### src/rtl/i2s_port_pkg.sv
package i2s_port_pkg;

  // Mode register layout: bit 0 is clk_int, bit 5 is every_word.
  typedef struct packed {
    logic every_word;
    logic irq_on_fall;
    logic irq_on_rise;
    logic strobe_en;
    logic alt_sel;
    logic clk_int;
  } mode_t;

  localparam int unsigned MODE_W = $bits(mode_t);

  // Register slot picked by address bits 3:2.
  typedef enum logic [1:0] {
    SLOT_LEFT  = 2'd0,
    SLOT_RIGHT = 2'd1,
    SLOT_DIV   = 2'd2,
    SLOT_MODE  = 2'd3
  } reg_slot_e;

endpackage

### src/rtl/i2s_port_regs.sv
module i2s_port_regs
  import i2s_port_pkg::*;
#(
  parameter int unsigned DATA_W  = 16,
  parameter int unsigned DIV_W   = 8,
  parameter int unsigned ADDR_W  = 4,
  parameter int unsigned DIV_RST = 19
) (
  input  logic              clk,
  input  logic              rst_n,
  input  logic              bus_wen,
  input  logic [ADDR_W-1:0] bus_addr,
  input  logic [DATA_W-1:0] bus_wdata,
  output logic [DATA_W-1:0] bus_rdata,
  input  logic [DATA_W-1:0] rx_left,
  input  logic [DATA_W-1:0] rx_right,
  output logic [DATA_W-1:0] tx_left,
  output logic [DATA_W-1:0] tx_right,
  output logic [DIV_W-1:0]  div_n,
  output mode_t             mode,
  output logic              mode_wr
);

  localparam int unsigned SLOT_LSB = 2;

  reg_slot_e         slot;
  logic [DATA_W-1:0] tx_l_q, tx_l_d, tx_r_q, tx_r_d;
  logic [DIV_W-1:0]  div_q, div_d;
  mode_t             mode_q, mode_d;
  logic              unused_bits;

  assign slot        = reg_slot_e'(bus_addr[SLOT_LSB+1:SLOT_LSB]);
  assign unused_bits = ^{bus_addr[SLOT_LSB-1:0], mode_q.alt_sel};

  always_comb begin
    tx_l_d  = tx_l_q;
    tx_r_d  = tx_r_q;
    div_d   = div_q;
    mode_d  = mode_q;
    mode_wr = 1'b0;
    if (bus_wen) begin
      unique case (slot)
        SLOT_LEFT:  tx_l_d = bus_wdata;
        SLOT_RIGHT: tx_r_d = bus_wdata;
        SLOT_DIV:   div_d  = bus_wdata[DIV_W-1:0];
        SLOT_MODE: begin
          mode_d  = mode_t'(bus_wdata[MODE_W-1:0]);
          mode_wr = 1'b1;
        end
        default: ;
      endcase
    end
  end

  always_comb begin
    unique case (slot)
      SLOT_LEFT:  bus_rdata = rx_left;
      SLOT_RIGHT: bus_rdata = rx_right;
      default:    bus_rdata = '1;
    endcase
  end

  always_ff @(posedge clk or negedge rst_n) begin
    if (!rst_n) begin
      tx_l_q <= '0;
      tx_r_q <= '0;
      div_q  <= DIV_W'(DIV_RST);
      mode_q <= '0;
    end else if (bus_wen) begin
      tx_l_q <= tx_l_d;
      tx_r_q <= tx_r_d;
      div_q  <= div_d;
      mode_q <= mode_d;
    end
  end

  assign tx_left  = tx_l_q;
  assign tx_right = tx_r_q;
  assign div_n    = div_q;
  assign mode     = mode_q;

endmodule

### src/rtl/i2s_port_clkgen.sv
module i2s_port_clkgen #(
  parameter int unsigned DIV_W       = 8,
  parameter int unsigned SYNC_STAGES = 2
) (
  input  logic             clk,
  input  logic             rst_n,
  input  logic             clk_int,
  input  logic [DIV_W-1:0] div_n,
  input  logic             sck_ext,
  input  logic             ws_ext,
  output logic             sck_int,
  output logic             rise_ev,
  output logic             fall_ev,
  output logic             ws_ext_s
);

  localparam int unsigned SMSB = SYNC_STAGES - 1;

  logic [DIV_W-1:0]       cnt_q, cnt_d;
  logic                   sck_q, sck_d;
  logic                   tick;
  logic [SYNC_STAGES-1:0] sck_sync_q, ws_sync_q;
  logic                   sck_last_q;
  logic                   ext_rise, ext_fall;

  // Divider: the level toggles every N+1 clocks, so a full period is 2(N+1).
  always_comb begin
    tick  = clk_int && (cnt_q >= div_n);
    cnt_d = cnt_q;
    sck_d = sck_q;
    if (!clk_int) begin
      cnt_d = '0;
      sck_d = 1'b0;
    end else if (tick) begin
      cnt_d = '0;
      sck_d = ~sck_q;
    end else begin
      cnt_d = cnt_q + 1'b1;
    end
  end

  always_ff @(posedge clk or negedge rst_n) begin
    if (!rst_n) begin
      cnt_q <= '0;
      sck_q <= 1'b0;
    end else begin
      cnt_q <= cnt_d;
      sck_q <= sck_d;
    end
  end

  // Synchronizers for the externally supplied clock and word select.
  always_ff @(posedge clk or negedge rst_n) begin
    if (!rst_n) begin
      sck_sync_q <= '0;
      ws_sync_q  <= '0;
      sck_last_q <= 1'b0;
    end else begin
      sck_sync_q <= {sck_sync_q[SMSB-1:0], sck_ext};
      ws_sync_q  <= {ws_sync_q[SMSB-1:0], ws_ext};
      sck_last_q <= sck_sync_q[SMSB];
    end
  end

  assign ext_rise = sck_sync_q[SMSB] & ~sck_last_q;
  assign ext_fall = ~sck_sync_q[SMSB] & sck_last_q;

  always_comb begin
    if (clk_int) begin
      rise_ev = tick & ~sck_q;
      fall_ev = tick & sck_q;
    end else begin
      rise_ev = ext_rise;
      fall_ev = ext_fall;
    end
  end

  assign sck_int  = sck_q;
  assign ws_ext_s = ws_sync_q[SMSB];

endmodule

### src/rtl/i2s_port_txrx.sv
module i2s_port_txrx #(
  parameter int unsigned DATA_W = 16
) (
  input  logic              clk,
  input  logic              rst_n,
  input  logic              clk_int,
  input  logic              rise_ev,
  input  logic              fall_ev,
  input  logic              ws_ext_s,
  input  logic [DATA_W-1:0] tx_left,
  input  logic [DATA_W-1:0] tx_right,
  input  logic              sd_in,
  output logic              ws_level,
  output logic              sd_bit,
  output logic [DATA_W-1:0] rx_left,
  output logic [DATA_W-1:0] rx_right,
  output logic              ws_rise_p,
  output logic              ws_fall_p
);

  localparam int unsigned POS_W = $clog2(2 * DATA_W);
  localparam int unsigned LOW_W = POS_W - 1;
  localparam logic [LOW_W-1:0] LOW_ONE = LOW_W'(1);

  logic [POS_W-1:0]  pos_q, pos_d;
  logic [DATA_W-1:0] tx_sh_q, tx_sh_d;
  logic [DATA_W-1:0] rx_sh_q, rx_sh_d;
  logic              tx_load, word_done;
  logic              ws_rise_d, ws_fall_d, ws_rise_q, ws_fall_q;
  logic [DATA_W-1:0] rx_q [2];

  // Bit position within the frame; the MSB is the word-select level.
  always_comb begin
    pos_d = pos_q;
    if (fall_ev) begin
      if (clk_int)                          pos_d = pos_q + 1'b1;
      else if (ws_ext_s != pos_q[POS_W-1])  pos_d = {ws_ext_s, {LOW_W{1'b0}}};
      else if (&pos_q[LOW_W-1:0])           pos_d = pos_q;
      else                                  pos_d = pos_q + 1'b1;
    end
  end

  // Load one bit after the word-select change, shift on every other fall.
  always_comb begin
    tx_load = fall_ev && (pos_d[LOW_W-1:0] == LOW_ONE);
    tx_sh_d = tx_sh_q;
    if (tx_load)      tx_sh_d = pos_d[POS_W-1] ? tx_right : tx_left;
    else if (fall_ev) tx_sh_d = {tx_sh_q[DATA_W-2:0], 1'b0};
  end

  always_comb begin
    rx_sh_d   = rise_ev ? {rx_sh_q[DATA_W-2:0], sd_in} : rx_sh_q;
    word_done = rise_ev && (pos_q[LOW_W-1:0] == '0);
    ws_rise_d = fall_ev & ~pos_q[POS_W-1] & pos_d[POS_W-1];
    ws_fall_d = fall_ev & pos_q[POS_W-1] & ~pos_d[POS_W-1];
  end

  always_ff @(posedge clk or negedge rst_n) begin
    if (!rst_n) begin
      pos_q     <= '0;
      tx_sh_q   <= '0;
      rx_sh_q   <= '0;
      ws_rise_q <= 1'b0;
      ws_fall_q <= 1'b0;
    end else begin
      if (fall_ev) begin
        pos_q   <= pos_d;
        tx_sh_q <= tx_sh_d;
      end
      if (rise_ev) rx_sh_q <= rx_sh_d;
      ws_rise_q <= ws_rise_d;
      ws_fall_q <= ws_fall_d;
    end
  end

  // Receive latches: channel 0 (left) completes while word select is high,
  // channel 1 (right) completes while it is low.
  for (genvar ch = 0; ch < 2; ch++) begin : g_rx
    logic latch_en;
    assign latch_en = word_done && (pos_q[POS_W-1] == (ch == 0));
    always_ff @(posedge clk or negedge rst_n) begin
      if (!rst_n)        rx_q[ch] <= '0;
      else if (latch_en) rx_q[ch] <= rx_sh_d;
    end
  end

  assign ws_level  = pos_q[POS_W-1];
  assign sd_bit    = tx_sh_q[DATA_W-1];
  assign rx_left   = rx_q[0];
  assign rx_right  = rx_q[1];
  assign ws_rise_p = ws_rise_q;
  assign ws_fall_p = ws_fall_q;

endmodule

### src/rtl/i2s_port_irq.sv
module i2s_port_irq (
  input  logic clk,
  input  logic rst_n,
  input  logic en_rise,
  input  logic en_fall,
  input  logic en_every,
  input  logic ws_rise_p,
  input  logic ws_fall_p,
  input  logic mode_wr,
  output logic irq,
  output logic irq_pending
);

  logic pend_q, pend_d;

  always_comb begin
    irq    = (ws_rise_p & (en_rise | en_every)) | (ws_fall_p & (en_fall | en_every));
    pend_d = pend_q;
    if (irq)          pend_d = 1'b1;
    else if (mode_wr) pend_d = 1'b0;
  end

  always_ff @(posedge clk or negedge rst_n) begin
    if (!rst_n) pend_q <= 1'b0;
    else        pend_q <= pend_d;
  end

  assign irq_pending = pend_q;

endmodule

### src/rtl/i2s_port.sv
module i2s_port
  import i2s_port_pkg::*;
#(
  parameter int unsigned DATA_W  = 16,
  parameter int unsigned DIV_W   = 8,
  parameter int unsigned ADDR_W  = 4,
  parameter int unsigned DIV_RST = 19
) (
  input  logic              clk,
  input  logic              rst_n,
  input  logic              bus_wen,
  input  logic [ADDR_W-1:0] bus_addr,
  input  logic [DATA_W-1:0] bus_wdata,
  output logic [DATA_W-1:0] bus_rdata,
  input  logic              sck_in,
  input  logic              ws_in,
  input  logic              sd_in,
  output logic              sck_out,
  output logic              ws_out,
  output logic              sd_out,
  output logic              irq,
  output logic              irq_pending
);

  logic [1:0]        rst_sync_q;
  logic              rst_n_i;
  logic [DATA_W-1:0] tx_left_w, tx_right_w, rx_left_w, rx_right_w;
  logic [DIV_W-1:0]  div_w;
  mode_t             mode_w;
  logic              mode_wr_w, clk_int_w;
  logic              sck_int_w, rise_ev_w, fall_ev_w, ws_ext_w;
  logic              ws_level_w, sd_bit_w, ws_rise_w, ws_fall_w;

  // Reset asserts at once and is released two clocks later.
  always_ff @(posedge clk or negedge rst_n) begin
    if (!rst_n) rst_sync_q <= 2'b00;
    else        rst_sync_q <= {rst_sync_q[0], 1'b1};
  end
  assign rst_n_i = rst_sync_q[1];

  assign clk_int_w = mode_w.clk_int;

  i2s_port_regs #(
    .DATA_W(DATA_W), .DIV_W(DIV_W), .ADDR_W(ADDR_W), .DIV_RST(DIV_RST)
  ) u_regs (
    .clk(clk), .rst_n(rst_n_i), .bus_wen(bus_wen), .bus_addr(bus_addr),
    .bus_wdata(bus_wdata), .bus_rdata(bus_rdata),
    .rx_left(rx_left_w), .rx_right(rx_right_w),
    .tx_left(tx_left_w), .tx_right(tx_right_w),
    .div_n(div_w), .mode(mode_w), .mode_wr(mode_wr_w)
  );

  i2s_port_clkgen #(.DIV_W(DIV_W), .SYNC_STAGES(2)) u_clkgen (
    .clk(clk), .rst_n(rst_n_i), .clk_int(clk_int_w), .div_n(div_w),
    .sck_ext(sck_in), .ws_ext(ws_in),
    .sck_int(sck_int_w), .rise_ev(rise_ev_w), .fall_ev(fall_ev_w), .ws_ext_s(ws_ext_w)
  );

  i2s_port_txrx #(.DATA_W(DATA_W)) u_txrx (
    .clk(clk), .rst_n(rst_n_i), .clk_int(clk_int_w),
    .rise_ev(rise_ev_w), .fall_ev(fall_ev_w), .ws_ext_s(ws_ext_w),
    .tx_left(tx_left_w), .tx_right(tx_right_w), .sd_in(sd_in),
    .ws_level(ws_level_w), .sd_bit(sd_bit_w),
    .rx_left(rx_left_w), .rx_right(rx_right_w),
    .ws_rise_p(ws_rise_w), .ws_fall_p(ws_fall_w)
  );

  i2s_port_irq u_irq (
    .clk(clk), .rst_n(rst_n_i),
    .en_rise(mode_w.irq_on_rise), .en_fall(mode_w.irq_on_fall), .en_every(mode_w.every_word),
    .ws_rise_p(ws_rise_w), .ws_fall_p(ws_fall_w), .mode_wr(mode_wr_w),
    .irq(irq), .irq_pending(irq_pending)
  );

  assign sck_out = clk_int_w & sck_int_w;
  assign ws_out  = clk_int_w & mode_w.strobe_en & ws_level_w;
  assign sd_out  = sd_bit_w;

endmodule

### config.mk
export PLATFORM = sky130hd
export DESIGN_NAME = i2s_port
export DESIGN_NICKNAME = d
export VERILOG_FILES = /design/src/rtl/i2s_port_pkg.sv /design/src/rtl/i2s_port_regs.sv /design/src/rtl/i2s_port_clkgen.sv /design/src/rtl/i2s_port_txrx.sv /design/src/rtl/i2s_port_irq.sv /design/src/rtl/i2s_port.sv
export SDC_FILE = /design/constraint.sdc
export NUM_CORES = 1
export LEC_CHECK = 0
export BUFFER_PORTS_ARGS = -buffer_cell sky130_fd_sc_hd__buf_2
export CORE_MARGIN = 10
export CORE_UTILIZATION = 36
export DETAILED_ROUTE_END_ITERATION = 10
export PLACE_DENSITY = 0.61
export SYNTH_ARGS = -nofsm -noshare
export SYNTH_HDL_FRONTEND = slang
export SYNTH_SLANG_ARGS = --single-unit
### constraint.sdc
create_clock -name clk -period 4.3 [get_ports clk]
set_input_delay 0.86 -clock clk [delete_from_list [all_inputs] [get_ports clk]]
set_output_delay 0.86 -clock clk [all_outputs]
set_load 0.05 [all_outputs]
### Yosys cells after proc, flatten, opt, wreduce, memory -nomap -nowiden

Index checks and enable logic that the tools add are counted.

* bits in registers: 133
* input port bits: 26
* logic and storage cells: 83

* $add $sub $neg: 2
* order comparisons: 1
* equal/unequal tests: 6
* multiplexer cells: 18
* bitwise gates (word level): 21
* reduce and logical (&&, ||, !) cells: 13

Operators by type and width (count)
* 2-to-1 mux 16 bit: 3
* case mux 16 bit (2 select lines): 1
* 2-to-1 mux 5 bit: 4
* 2-to-1 mux 8 bit: 2
* AND 1 bit: 13
* adder 8 x 1 -> 8 bit, second input constant: 1
* greater-or-equal comparator 8 bit: 1
* 2-to-1 mux 1 bit: 8
* AND reduction 2 bit: 4
* adder 5 x 1 -> 5 bit, second input constant: 1
* logical AND 1 bit: 5
* NOT 1 bit: 5
* == test 2 bit, second input constant: 2
* == test 4 x 1 -> 1 bit, second input constant: 1
* logical NOT 4 bit: 1
* AND reduction 4 bit: 1
* OR 1 bit: 3
* == test 2 x 1 -> 1 bit, second input constant: 1
* logical NOT 2 bit: 1
* != test 2 x 1 -> 1 bit, second input constant: 1
* nonzero test 2 bit: 1
* != test 1 bit: 1

### Depth between registers and ports, before layout

* depth after elaboration: 8
* gate-level depth with buffers: 9
* depth with buffers taken out: 7

### Modules after synthesis

Synthesis repeated with hierarchy kept, for this count alone.

* cell total of the unflattened synthesis: 524
* area total of the unflattened synthesis: 6259.8 um^2

Modules (own cells, without submodules)
* i2s_port_txrx: times used 1, cells an instance 300, area an instance 3295.7 um^2
* i2s_port_regs: times used 1, cells an instance 137, area an instance 2014.4 um^2
* i2s_port_clkgen: times used 1, cells an instance 76, area an instance 825.8 um^2
* i2s_port: times used 1, cells an instance 5, area an instance 66.3 um^2
* i2s_port_irq: times used 1, cells an instance 6, area an instance 57.6 um^2

### Least setup slack after synthesis

OpenSTA, ideal clock, no wires.

* path type: input-to-output
* start: input bus_addr[2]
* end: output bus_rdata[12]
* arrival: 2.147 ns
* data required time: 3.440 ns
* slack: 1.293 ns
* cell stages on the path: 4
* buffers on the path: 3
* cells stage by stage: clkbuf_1 buf_1 clkbuf_1 a211o_1

* word-level cells in the longest chain between the ends: 2
* elaborated cells between the ends (all ways): 3
* classes of those cells: 1 x eq/ne; 1 x mux; 1 x reduce/logical

Ends and longest elaborated chain
* from (decl): line i2s_port.sv:12 `input logic [ADDR_W-1:0] bus_addr,`
* == test 2 x 1 -> 1 bit / logical NOT 2 bit (equally long branches): line i2s_port_regs.sv:56 `unique case (slot)`
* case mux 16 bit (2 select lines) *: line i2s_port_regs.sv:56
* to (decl): line i2s_port.sv:14 `output logic [DATA_W-1:0] bus_rdata,`

Mark *: on every way between the ends. The rest lies on a longest branch, timed or not.

### Final worst setup path

* start: input bus_addr[2]
* end: output bus_rdata[8]

Same word-level chain as after synthesis.

==> out/results.ini <==
[critical_path]
crit_chain = buf_2, nor2b_1, a211o_1, buf_2
worstSetupPathType = in2out
cp_slowest_cell = buf_2
worstPathArrival_ns = 2.09
critPathMaxFanout = 36
cpPeakStageDelay_ns = 0.56
critPathLaunchType = input pin
cp.required_ns = 3.44
cp_common_cell = buf_2
cp-end-kind = output port

[floorplan]
rows = 48
io-pin-count = 47
fp.dieArea_um2 = 23300
coreArea_um2 = 17300
initial_utilization = 0.367
die_x_um = 153
die_h_um = 153

[clock_tree]
clkSlewWorstSetupHoldPaths_ns = 0.06
clockRootBuffer = clkbuf_16
cts_tree = done
htree_levels = 4
holdBufCountCts = 0
cts.sinks = 132
ctsResizeCount = 0
cts_buffers = 17
clock_latency_ns = 0.42
cts_buffer_depth = 2
post_cts_buffers = 0

[pwr]
p_leak_uw = 0.00334
finalPower_uw = 4910
ir_drop_mv = 0.343
cellPowerDensity_nw_per_um2 = 668

[grt]
grt_max_degree = 56
grt_remaining_overflow = 0
antenna_found_initial = 0
gr-usage-all-layers = 0.120
grt_pass1_wl_um = 23100
grt_pass1_vias = 4538

[timing]
whs_ns = 0.212
min_period_ns = 2.95
clock.fmax_mhz = 339
worst_slew_pin_slew_ns = 1.11
finalHoldViolCount = 0
rsz0062_at_grt = false
fin_skew_ns = 0.00839
maxSlewHeadroom = 0.261
setup_tns_ns = 0
setup_viol = 0
finalMaxSlewViolations = 0
fin_crit_sh = 0.687

[synth]
ys.warnings.count = 0
ys_top_cells_by_area = dfrtp_1 (51%), mux2_2 (17%), nor2b_1 (3.4%)
syn_nets = 548
synthAdderAreaFrac = 0.0256
synth_top_area_cell = dfrtp_1
ys_ff_latch = 132
synth_most_common_cell = dfrtp_1
synthCells = 509
synth_xor_xnor_area_share = 0.0136
synthArstFlopShare = 1.00
synth_compound_area_frac = 0.103
ys_types = 51
synthMuxAreaShare = 0.201
avgSynthCellArea_um2 = 12.5
synth-simple-area-share = 0.103
yosysTopAreaCellShare = 0.509
synth_edf_count = 0
ys_seq_area_frac = 0.521
synth_flop_cell = dfrtp_1
synthTopCellsByCount = dfrtp_1 (129), mux2_2 (94), nor2b_1 (34)
synth_top_family_by_area = multiplexers
syn-cell-area_um2 = 6350

[layout]
fillers = 1627
drive_gt1_frac = 0.370
final_core_util = 0.425
diodes = 0
nets = 591
area_growth_pct = 15.9

[detailed_routing]
first_pass_iters = 4
vias_per_cell = 5.16
final_antenna_net_count = 0
drc = 0
wire_per_inst_um = 17.1
drt_iter0_markers = 228
routed_wl_um = 13500
vias = 4075

[run_status]
status = complete, no violations

[placed_design]
portBuffers = 44
hpwl_um = 8810
routabilityCongestion = 0.749

[min_path]
hold_class = in2async

[flow_run]
drv_cap = 0

==> layer usage <==
| metal | vias to the layer above | part of all wire | global-route usage |
|---|---|---|---|
| met5 | - | 0 | 0 |
| met4 | 0 | 0.014 | 0.0436 |
| met3 | 17 | 0.035 | 0.0364 |
| met2 | 62 | 0.48 | 0.197 |
| met1 | 2067 | 0.47 | 0.146 |
| li1 | 1929 | - | - |
==> stage by stage <==
step / cells / cell area [um2] / setup WS (ns)
after floorplan: 509 / 6350 / 0.355
after detailed placement: 758 / 6760 / 1.36
after CTS: 790 / 7360 / 1.35
after global routing: 790 / 7360 / 1.24
after global placement: 758 / 6760 / 1.38
final: 790 / 7360 / 1.35
==> critical path, delay by kind of cell <==
family	cells	cell delay (ns)
buffers and inverters	2	0.79
AO/OA/AOI/OAI	1	0.33
AND/OR/NAND/NOR	1	0.10
==> flip-flops by register name (all words and copies together), names as in the netlist, 2 cells and up <==
name	cells
rst_sync_q	2
u_clkgen.cnt_q	8
u_clkgen.sck_sync_q	2
u_clkgen.ws_sync_q	2
u_regs.div_n	8
u_regs.mode	5
u_regs.tx_left	16
u_regs.tx_right	16
u_txrx.pos_q	5
u_txrx.rx_left	16
u_txrx.rx_right	16
u_txrx.rx_sh_q	15
u_txrx.tx_sh_q	16
==> cell families (layout without fill, tap and decap cells) <==
family	Yosys count	count (layout)
buffers and inverters	41	97
AOI/OAI and AO/OA	94	94
xor gates and xnor gates	9	9
other	1	1
DFF	132	132
muxes	109	109
and+or+nand+nor	110	110
adders and majority gates	13	13
==> path summary, 6_finish.rpt <==
path / to / cells past startpoint / slack (ns) / start
max in group asynchronous: u_regs.div_n[1] / 1 / 2.92 / rst_sync_q[1]
min reg2reg: u_clkgen.ws_sync_q[1] / 0 / 0.35 / u_clkgen.ws_sync_q[0]
max: bus_rdata[8] / 4 / 1.35 / bus_addr[2]
max reg2reg: u_txrx.rx_right[15] / 7 / 1.55 / u_regs.div_n[1]
min: rst_sync_q[1] / 1 / 0.21 / rst_n
min in group clk: u_clkgen.ws_sync_q[1] / 0 / 0.35 / u_clkgen.ws_sync_q[0]
==> layout make-up <==
class / instances / area (um2) / area share
clock buffers: 17 / 425 / 0.0578
clock inverters: 15 / 169 / 0.0230
inverters: 14 / 52.6 / 0.00714
multi-input cells: 336 / 2850 / 0.387
flip-flops and latches: 132 / 3310 / 0.450
well taps: 225 / 282 / 0.0383
repair buffers: 51 / 273 / 0.0371
==> power by group <==
part           internal (uW)  total (uW)  leakage, uW  switching [uW]
registers               1630        1900      0.00164             268
clock network            868        1440     0.000290             576
logic                    734        1570      0.00141             836
==> cell usage in the layout, fill, tap and decap left out, drive strengths merged, types with 17 or more instances in the layout <==
cell type / netlist / layout
dfrtp: 129 / 129
mux2: 108 / 108
buf: 14 / 51
nor2b: 34 / 34
a31oi: 31 / 31
nor2: 28 / 28
o21ai: 21 / 21
inv: 14 / 21
clkbuf: 13 / 17
No activity file was read; power rests on OpenSTA's default activity.
